### config.mk
export PLATFORM = sky130hd
export DESIGN_NAME = uwire_eeprom_master
export DESIGN_NICKNAME = d
export VERILOG_FILES = /design/src/rtl/uwire_pkg.sv /design/src/rtl/uwire_half_timer.sv /design/src/rtl/uwire_frame_enc.sv /design/src/rtl/uwire_rx_shift.sv /design/src/rtl/uwire_seq.sv /design/src/rtl/uwire_eeprom_master.sv
export SDC_FILE = /design/constraint.sdc
export NUM_CORES = 1
export LEC_CHECK = 0
export CAP_MARGIN = 20
export CORE_UTILIZATION = 50
export CTS_CLUSTER_DIAMETER = 40
export DETAILED_ROUTE_END_ITERATION = 10
export DONT_BUFFER_PORTS = 1
export GPL_TIMING_DRIVEN = 0
export PLACE_DENSITY = 0.68
export SETUP_SLACK_MARGIN = 0.02
export SYNTH_ARGS = -nofsm -noshare
export SYNTH_HDL_FRONTEND = slang
export SYNTH_SLANG_ARGS = --single-unit
### constraint.sdc
create_clock -name clk -period 2 [get_ports clk]
set_input_delay 0 -clock clk [delete_from_list [all_inputs] [get_ports clk]]
set_output_delay 0 -clock clk [all_outputs]
set_load 0.02 [all_outputs]
### src/rtl/uwire_pkg.sv
`timescale 1ns/1ps
// Shared types for the three-wire EEPROM master.
// Assumes nothing beyond the SystemVerilog-2017 type system.
package uwire_pkg;

    // Command codes on the client port
    typedef enum logic [2:0] {
        OP_READ  = 3'd0,
        OP_WRITE = 3'd1,
        OP_ERASE = 3'd2,
        OP_WREN  = 3'd3,
        OP_WRDIS = 3'd4
    } uw_op_e;

    // Link sequencer states
    typedef enum logic [2:0] {
        ST_IDLE,
        ST_LOW,
        ST_HIGH,
        ST_HOLD,
        ST_GAP,
        ST_POLL
    } uw_state_e;

endpackage

### src/rtl/uwire_half_timer.sv
`timescale 1ns/1ps
// Half-period timer: pulses tick once every HALF_CYC cycles.
// Restarts from zero when clr is high, so the first tick after a restart
// comes a full half period later. Assumes HALF_CYC >= 2.
module uwire_half_timer #(
    parameter int HALF_CYC = 375
) (
    input  logic clk,
    input  logic rst_n,
    input  logic clr,
    output logic tick
);
    localparam int CW = $clog2(HALF_CYC + 1);
    localparam logic [CW-1:0] LAST = CW'(HALF_CYC - 1);

    logic [CW-1:0] cnt;

    assign tick = (cnt == LAST);

    // Count cycles within the current half period
    always_ff @(posedge clk) begin
        if (!rst_n || clr) begin
            cnt <= '0;
        end else if (tick) begin
            cnt <= '0;
        end else begin
            cnt <= cnt + CW'(1);
        end
    end

    // Ticks are spaced HALF_CYC apart, so never back to back
    assert_tick_spacing_R2: assert property (@(posedge clk) disable iff (!rst_n)
        tick |=> !tick);

endmodule

### src/rtl/uwire_frame_enc.sv
`timescale 1ns/1ps
// Instruction encoder: turns a client command into a left-aligned bit
// frame plus the counts of outgoing and incoming bit cells.
// Purely combinational; assumes ADDR_W >= 2.
module uwire_frame_enc
    import uwire_pkg::*;
#(
    parameter int ADDR_W  = 6,
    parameter int DATA_W  = 16,
    parameter int FRAME_W = 3 + ADDR_W + DATA_W,
    parameter int LW      = $clog2(FRAME_W + DATA_W + 2)
) (
    input  uw_op_e             op,
    input  logic [ADDR_W-1:0]  addr,
    input  logic [DATA_W-1:0]  wdata,
    output logic [FRAME_W-1:0] frame,
    output logic [LW-1:0]      out_len,
    output logic [LW-1:0]      rx_len,
    output logic               need_poll,
    output logic               is_read
);
    localparam logic [LW-1:0] INSTR_LEN = LW'(3 + ADDR_W);
    localparam logic [LW-1:0] WRITE_LEN = LW'(3 + ADDR_W + DATA_W);
    localparam logic [LW-1:0] READ_RX   = LW'(DATA_W + 1);
    localparam logic [ADDR_W-1:0] EN_FIELD  = {2'b11, {(ADDR_W-2){1'b0}}};
    localparam logic [ADDR_W-1:0] DIS_FIELD = '0;

    // Pick opcode, address field, payload and cell counts per command
    always_comb begin
        frame     = '0;
        out_len   = INSTR_LEN;
        rx_len    = '0;
        need_poll = 1'b0;
        is_read   = 1'b0;
        case (op)
            OP_READ: begin
                frame   = {1'b1, 2'b10, addr, {DATA_W{1'b0}}};
                rx_len  = READ_RX;
                is_read = 1'b1;
            end
            OP_WRITE: begin
                frame     = {1'b1, 2'b01, addr, wdata};
                out_len   = WRITE_LEN;
                need_poll = 1'b1;
            end
            OP_ERASE: begin
                frame     = {1'b1, 2'b11, addr, {DATA_W{1'b0}}};
                need_poll = 1'b1;
            end
            OP_WREN: frame = {1'b1, 2'b00, EN_FIELD, {DATA_W{1'b0}}};
            default: frame = {1'b1, 2'b00, DIS_FIELD, {DATA_W{1'b0}}};
        endcase
    end

endmodule

### src/rtl/uwire_rx_shift.sv
`timescale 1ns/1ps
// Incoming word register: shifts the return line in MSB first.
// Shifting DATA_W+1 samples leaves the first (dummy) sample pushed out.
// Assumes din is already synchronous to clk.
module uwire_rx_shift #(
    parameter int DATA_W = 16
) (
    input  logic              clk,
    input  logic              rst_n,
    input  logic              shift_en,
    input  logic              din,
    output logic [DATA_W-1:0] data
);
    // Capture one sample per shift request
    always_ff @(posedge clk) begin
        if (!rst_n) begin
            data <= '0;
        end else if (shift_en) begin
            data <= {data[DATA_W-2:0], din};
        end
    end

endmodule

### src/rtl/uwire_seq.sv
`timescale 1ns/1ps
// Link sequencer: owns chip select, serial clock, outgoing data and busy.
// Each bit cell is a low half (data valid) then a high half; data changes
// only at the falling edge. After program instructions it drops chip select
// for two halves, raises it again and polls the return line each half.
// Assumes tick comes from a half-period timer cleared on accept.
module uwire_seq
    import uwire_pkg::*;
#(
    parameter int FRAME_W = 25,
    parameter int LW      = 6
) (
    input  logic               clk,
    input  logic               rst_n,
    input  logic               cmd_valid,
    input  logic [FRAME_W-1:0] frame,
    input  logic [LW-1:0]      out_len,
    input  logic [LW-1:0]      rx_len,
    input  logic               need_poll,
    input  logic               is_read,
    input  logic               tick,
    input  logic               do_in,
    output logic               tmr_clr,
    output logic               rx_shift,
    output logic               cs_o,
    output logic               sk_o,
    output logic               di_o,
    output logic               busy_o,
    output logic               rd_valid_o
);
    uw_state_e          st;
    logic [FRAME_W-1:0] sh;
    logic [LW-1:0]      cell_idx;
    logic [LW-1:0]      tot_q;
    logic [LW-1:0]      olen_q;
    logic               poll_q;
    logic               read_q;
    logic               gap_half;
    logic               accept;
    logic [LW-1:0]      cell_next;

    assign accept    = (st == ST_IDLE) && cmd_valid;
    assign tmr_clr   = accept;
    assign cell_next = cell_idx + LW'(1);
    assign rx_shift  = (st == ST_LOW) && tick && (cell_idx >= olen_q);

    // Sequence the link phases and hold the command latched for its duration
    always_ff @(posedge clk) begin
        if (!rst_n) begin
            st         <= ST_IDLE;
            sh         <= '0;
            cell_idx   <= '0;
            tot_q      <= '0;
            olen_q     <= '0;
            poll_q     <= 1'b0;
            read_q     <= 1'b0;
            gap_half   <= 1'b0;
            cs_o       <= 1'b0;
            sk_o       <= 1'b0;
            di_o       <= 1'b0;
            busy_o     <= 1'b0;
            rd_valid_o <= 1'b0;
        end else begin
            rd_valid_o <= 1'b0;
            case (st)
                ST_IDLE: begin
                    if (cmd_valid) begin
                        sh       <= frame;
                        cell_idx <= '0;
                        tot_q    <= out_len + rx_len;
                        olen_q   <= out_len;
                        poll_q   <= need_poll;
                        read_q   <= is_read;
                        cs_o     <= 1'b1;
                        di_o     <= frame[FRAME_W-1];
                        busy_o   <= 1'b1;
                        st       <= ST_LOW;
                    end
                end
                ST_LOW: begin
                    if (tick) begin
                        sk_o <= 1'b1;
                        st   <= ST_HIGH;
                    end
                end
                ST_HIGH: begin
                    if (tick) begin
                        sk_o     <= 1'b0;
                        cell_idx <= cell_next;
                        if (cell_next == tot_q) begin
                            di_o <= 1'b0;
                            st   <= ST_HOLD;
                        end else begin
                            sh   <= {sh[FRAME_W-2:0], 1'b0};
                            di_o <= sh[FRAME_W-2];
                            st   <= ST_LOW;
                        end
                    end
                end
                ST_HOLD: begin
                    if (tick) begin
                        cs_o <= 1'b0;
                        if (poll_q) begin
                            gap_half <= 1'b0;
                            st       <= ST_GAP;
                        end else begin
                            busy_o     <= 1'b0;
                            rd_valid_o <= read_q;
                            st         <= ST_IDLE;
                        end
                    end
                end
                ST_GAP: begin
                    if (tick) begin
                        if (gap_half) begin
                            cs_o <= 1'b1;
                            st   <= ST_POLL;
                        end else begin
                            gap_half <= 1'b1;
                        end
                    end
                end
                ST_POLL: begin
                    if (tick && do_in) begin
                        cs_o   <= 1'b0;
                        busy_o <= 1'b0;
                        st     <= ST_IDLE;
                    end
                end
                default: st <= ST_IDLE;
            endcase
        end
    end

    // Serial clock only toggles inside a chip-select window
    assert_sk_inside_cs_R2: assert property (@(posedge clk) disable iff (!rst_n)
        sk_o |-> cs_o);

    // Outgoing data is frozen across a whole high phase
    assert_di_stable_high_R4: assert property (@(posedge clk) disable iff (!rst_n)
        (sk_o && $past(sk_o)) |-> $stable(di_o));

    // Read strobe lands exactly on the chip-select drop
    assert_rdv_on_drop_R5: assert property (@(posedge clk) disable iff (!rst_n)
        rd_valid_o |-> ($past(cs_o) && !cs_o));

    // No serial clock while waiting for the ready level
    assert_poll_sk_low_R6: assert property (@(posedge clk) disable iff (!rst_n)
        (st == ST_POLL) |-> !sk_o);

    // Chip select never outlives busy
    assert_cs_within_busy_R7: assert property (@(posedge clk) disable iff (!rst_n)
        cs_o |-> busy_o);

    // An accepted command raises busy on the next cycle
    assert_accept_sets_busy_R7: assert property (@(posedge clk) disable iff (!rst_n)
        (st == ST_IDLE && cmd_valid) |=> busy_o);

    // A request during an instruction leaves the latched command untouched
    assert_busy_ignores_cmd_R8: assert property (@(posedge clk) disable iff (!rst_n)
        (st != ST_IDLE && cmd_valid) |=> ($stable(tot_q) && $stable(poll_q) && $stable(read_q)));

endmodule

### src/rtl/uwire_eeprom_master.sv
`timescale 1ns/1ps
// Top of the three-wire serial EEPROM master. Wires the command encoder,
// half-period timer, link sequencer and incoming word register together.
// Assumes ee_do is synchronous to clk and HALF_CYC >= 2.
module uwire_eeprom_master
    import uwire_pkg::*;
#(
    parameter int ADDR_W   = 6,
    parameter int DATA_W   = 16,
    parameter int HALF_CYC = 375
) (
    input  logic              clk,
    input  logic              rst_n,
    input  logic              cmd_valid,
    input  logic [2:0]        cmd_op,
    input  logic [ADDR_W-1:0] cmd_addr,
    input  logic [DATA_W-1:0] cmd_wdata,
    output logic              busy,
    output logic              rd_valid,
    output logic [DATA_W-1:0] rd_data,
    output logic              ee_cs,
    output logic              ee_sk,
    output logic              ee_di,
    input  logic              ee_do
);
    localparam int FRAME_W = 3 + ADDR_W + DATA_W;
    localparam int LW      = $clog2(FRAME_W + DATA_W + 2);

    logic [FRAME_W-1:0] frame;
    logic [LW-1:0]      out_len;
    logic [LW-1:0]      rx_len;
    logic               need_poll;
    logic               is_read;
    logic               tick;
    logic               tmr_clr;
    logic               rx_shift;

    uwire_frame_enc #(
        .ADDR_W (ADDR_W),
        .DATA_W (DATA_W),
        .FRAME_W(FRAME_W),
        .LW     (LW)
    ) u_enc (
        .op       (uw_op_e'(cmd_op)),
        .addr     (cmd_addr),
        .wdata    (cmd_wdata),
        .frame    (frame),
        .out_len  (out_len),
        .rx_len   (rx_len),
        .need_poll(need_poll),
        .is_read  (is_read)
    );

    uwire_half_timer #(
        .HALF_CYC(HALF_CYC)
    ) u_timer (
        .clk  (clk),
        .rst_n(rst_n),
        .clr  (tmr_clr),
        .tick (tick)
    );

    uwire_seq #(
        .FRAME_W(FRAME_W),
        .LW     (LW)
    ) u_seq (
        .clk       (clk),
        .rst_n     (rst_n),
        .cmd_valid (cmd_valid),
        .frame     (frame),
        .out_len   (out_len),
        .rx_len    (rx_len),
        .need_poll (need_poll),
        .is_read   (is_read),
        .tick      (tick),
        .do_in     (ee_do),
        .tmr_clr   (tmr_clr),
        .rx_shift  (rx_shift),
        .cs_o      (ee_cs),
        .sk_o      (ee_sk),
        .di_o      (ee_di),
        .busy_o    (busy),
        .rd_valid_o(rd_valid)
    );

    uwire_rx_shift #(
        .DATA_W(DATA_W)
    ) u_rx (
        .clk     (clk),
        .rst_n   (rst_n),
        .shift_en(rx_shift),
        .din     (ee_do),
        .data    (rd_data)
    );

endmodule

==> impl_results.md <==
- Setup violators final: 10
- Synth Register Bits: 71
- GP Congestion: 0.824
- Startpoint Class: flop
- Switching power total: around 0.72 mW
- RSZ-0062 raised after global routing: true
- Mapped cell area: between 0.003 and 0.004 mm2
- CTS tree: yes
- Initial antenna violation count: 0
- Initial drt markers: 170
- Antenna cells: 0
- CP max-delay cell: or4b_1
- Via count: 3129
- Die Span X: between 80 and 90 um
- Leakage: around 1.7 nW
- Area after DPL: roughly 0.0037 mm2
- Final worst-path cycle share: 103%
- Post-DP HPWL: 5500 um
- PwrDens: 643 mW/mm2
- Int Pwr: 2.16 mW
- Cell taking the most area after synthesis: dfxtp_1
- Seq/Total Area, Yosys: 39.9%
- Rows: 30
- Worst slew margin: 60.5%
- Part of the power in the clock network: 37.6%
- Drt first pass iters: 4
- H-tree depth: 3
- Total power: 2.88 mW
- Min Tclk post-route: between 2000 and 2500 ps
- Grt ovf: 0
- Max cap viols: 0
- Fraction of layout cells with a size suffix above 1: between 10% and 20%
- Gate Count Post-Synth: ~410
- Synth unique cells: 51
- Syn_nets: 448
- Hold Startpoint: cmd_op[2]
- IO Pins: 50
- Crit end category: flop
- CTS clk-pin slew, worst paths: 70 ps
- Fillers: 587
- Synth warn: 0
- Flop pwr share: between 50 and 60%
- CP peak stage delay: 460 ps
- Synth top area cells: dfxtp_1 (40%), nand2_1 (7.4%), mux2i_1 (6.5%)
- Post-synth EDFFs: 0
- Nets: 499
- Sw Ratio: ~25%
- Status: finished with violations
- Syn_area_per_cell: between 8 and 9 um2
- Vias per cell: 5.55
- Vias in the first global route: 2943
- Tot GR Track Use: 23.8%
- Hold Path Class: input port to flop
- WL final: 8610 um
- Worst Path Arrival: 2290 ps
- Worst r2r src: u_seq.cell_idx[0]$_SDFFE_PN0P_
- Global-route wire length before repair: 13800 um
- Setup slack, reg-to-reg: -60 ps
- Starting Density: 52.1%
- Largest net degree at the start of global routing: 12
- Clock insertion delay at the later pin of the skew report: 350 ps
- Hold Violations, Final: 0
- DIE AREA: approximately 0.0075 mm2
- Syn-to-layout area delta: 26.0%
- Gate power share: 11.5%
- Die span in y: around 86 um
- Fmax: about 0.49 GHz
- Top cell type's share of synthesized area: 39.9%
- Clk sinks: 71
- Final worst setup slack: -57.3 ps
- Crit Path Class: flop to flop
- Num CTS Buffers: 9
- Root Driver: clkbuf_8
- Post-route cell area: about 0.0045 mm2
- Async SR Flop Fraction: 0%
- CP cell instances: inv_4 > ha_4 > or4b_1 > a21o_1 > a211o_4 > buf_6 > nand3_2 > a21boi_1
- Pins Over Slew Limit: 0
- CORE AREA: slightly below 0.007 mm2
- Synth Flop Type: dfxtp_1
- Max Buffers Root-to-Sink: 2
- Data required, critical path: 2230 ps
- Port Buf Inserts: 0
- Skew final: 7.83 ps
- Crit path from: u_seq.cell_idx[0]$_SDFFE_PN0P_
- Worst-Margin Slew: 589 ps
- VDD IR-drop max: around 0.49 mV
- Violations in the final reports: negative setup slack
- # DRC: 0
- Post-DRT Antenna Nets: 0
- CP max FO: 8
- Routed wire per std cell: around 15 um
## power groups by stage
stage               Clock [mW]  Sequential [mW]  Combinational [mW]
finish                    1.08             1.47               0.330
global route              1.16             1.47               0.357
CTS                       1.11             1.47               0.301
detailed placement           0             1.50               0.230
global placement             0             1.50               0.228
floorplan                    0             1.49               0.184
## per-layer routing
metal | vias to the layer above | share of wire, % | track usage, %
met3 | 15 | 3.5 | 3.81
met1 | 1482 | 46 | 31.1
met5 | - | 0 | 0
li1 | 1568 | - | -
met2 | 64 | 48 | 38.7
met4 | 0 | 2.1 | 10.6
## cell type report
type | instances | area [um2] | share of cell area, %
Multi-Input combinational cell | 306 | 2150 | 47.9
Inverter | 7 | 28.8 | 0.642
Tap cell | 96 | 120 | 2.68
Clock inverter | 4 | 47.5 | 1.06
Timing Repair Buffer | 41 | 414 | 9.24
Clock buffer | 11 | 131 | 2.93
Buffer | 28 | 161 | 3.60
Sequential cell | 71 | 1430 | 31.9
## critical path: cells and delay by family (launching register included)
family	cells	cell delay (ps)
adders and majority gates	1	200
buffers and inverters	2	190
and+or+nand+nor	2	520
DFF	1	370
AOI/OAI and AO/OA	3	650
## state kept, by name, indices dropped and copies added, names as in the netlist, 2 cells and up
register        cells
u_rx.data          16
u_seq.cell_idx      6
u_seq.olen_q        2
u_seq.sh           24
u_seq.st            3
u_seq.tot_q         4
u_timer.cnt         9
## cells by family (layout without fill, tap and decap cells)
family	Yosys count	count (layout)	share of synthesized area, %
AND/OR/NAND/NOR	151	151	20.0
AO/OA/AOI/OAI	106	106	21.8
flip-flops	71	71	39.9
buffers and inverters	36	91	4.61
multiplexers	25	25	7.10
XOR/XNOR	18	18	4.43
adder cells (fa/ha/maj)	6	6	2.11
## layout by cell type, fill, tap and decap left out, drive strengths merged, types with 2 or more instances in the layout
cell type,instances
mux2,2
o21ai,27
clkbuf,31
nand2,70
o21a,4
inv,7
or3,2
nand3b,2
dlygate4sd3,25
xnor2,9
nor2,20
nor3,8
a21oi,8
a21boi,30
ha,6
clkinv,2
dfxtp,71
o31ai,7
nand4,3
xor2,9
a211oi,2
a22o,19
nand3,28
and3,8
buf,24
mux2i,23
## path summary, 6_finish.rpt
check	to	cells after the start
min reg2reg	u_seq.sh[9]$_SDFFE_PN0P_	2
min	u_seq.sh[17]$_SDFFE_PN0P_	4
max	u_rx.data[13]$_SDFFE_PN0P_	8
max reg2reg	u_rx.data[13]$_SDFFE_PN0P_	8
## synthesized netlist by cell type, drive strengths merged (4+ instances only)
library cell,n
xor2,9
nand3,28
o21a,4
o21ai,27
a21boi,30
buf,9
dfxtp,71
nor3,8
mux2i,23
a21oi,8
nand2,70
clkbuf,20
a22o,19
and3,8
inv,7
o31ai,7
xnor2,9
ha,6
nor2,20
## per-stage QoR
stage / setup slack, ps / util (%) / TNS (ps) / std cells / hold slack (ps)
CTS: -109 / 62.7 / -2600 / 556 / 40.2
global placement: -192 / 54.2 / -4870 / 509 / 162
finish: -57.3 / 65.6 / -458 / 564 / 66.7
floorplan: 22.4 / - / 0 / 413 / 156
detailed placement: -219 / 54.2 / -5530 / 509 / 170
global route: -136 / 65.6 / -2820 / 564 / 93.6
## what timing repair did
item	CTS	global route
endpoints found under the setup margin	41	62
buffers inserted	6	7
cloned	1	2
hold buffers	25	0
resized for setup	35	39
endpoints found under the hold margin	32	0
pin swaps	17	15
Power figures use the tool's default switching activity.
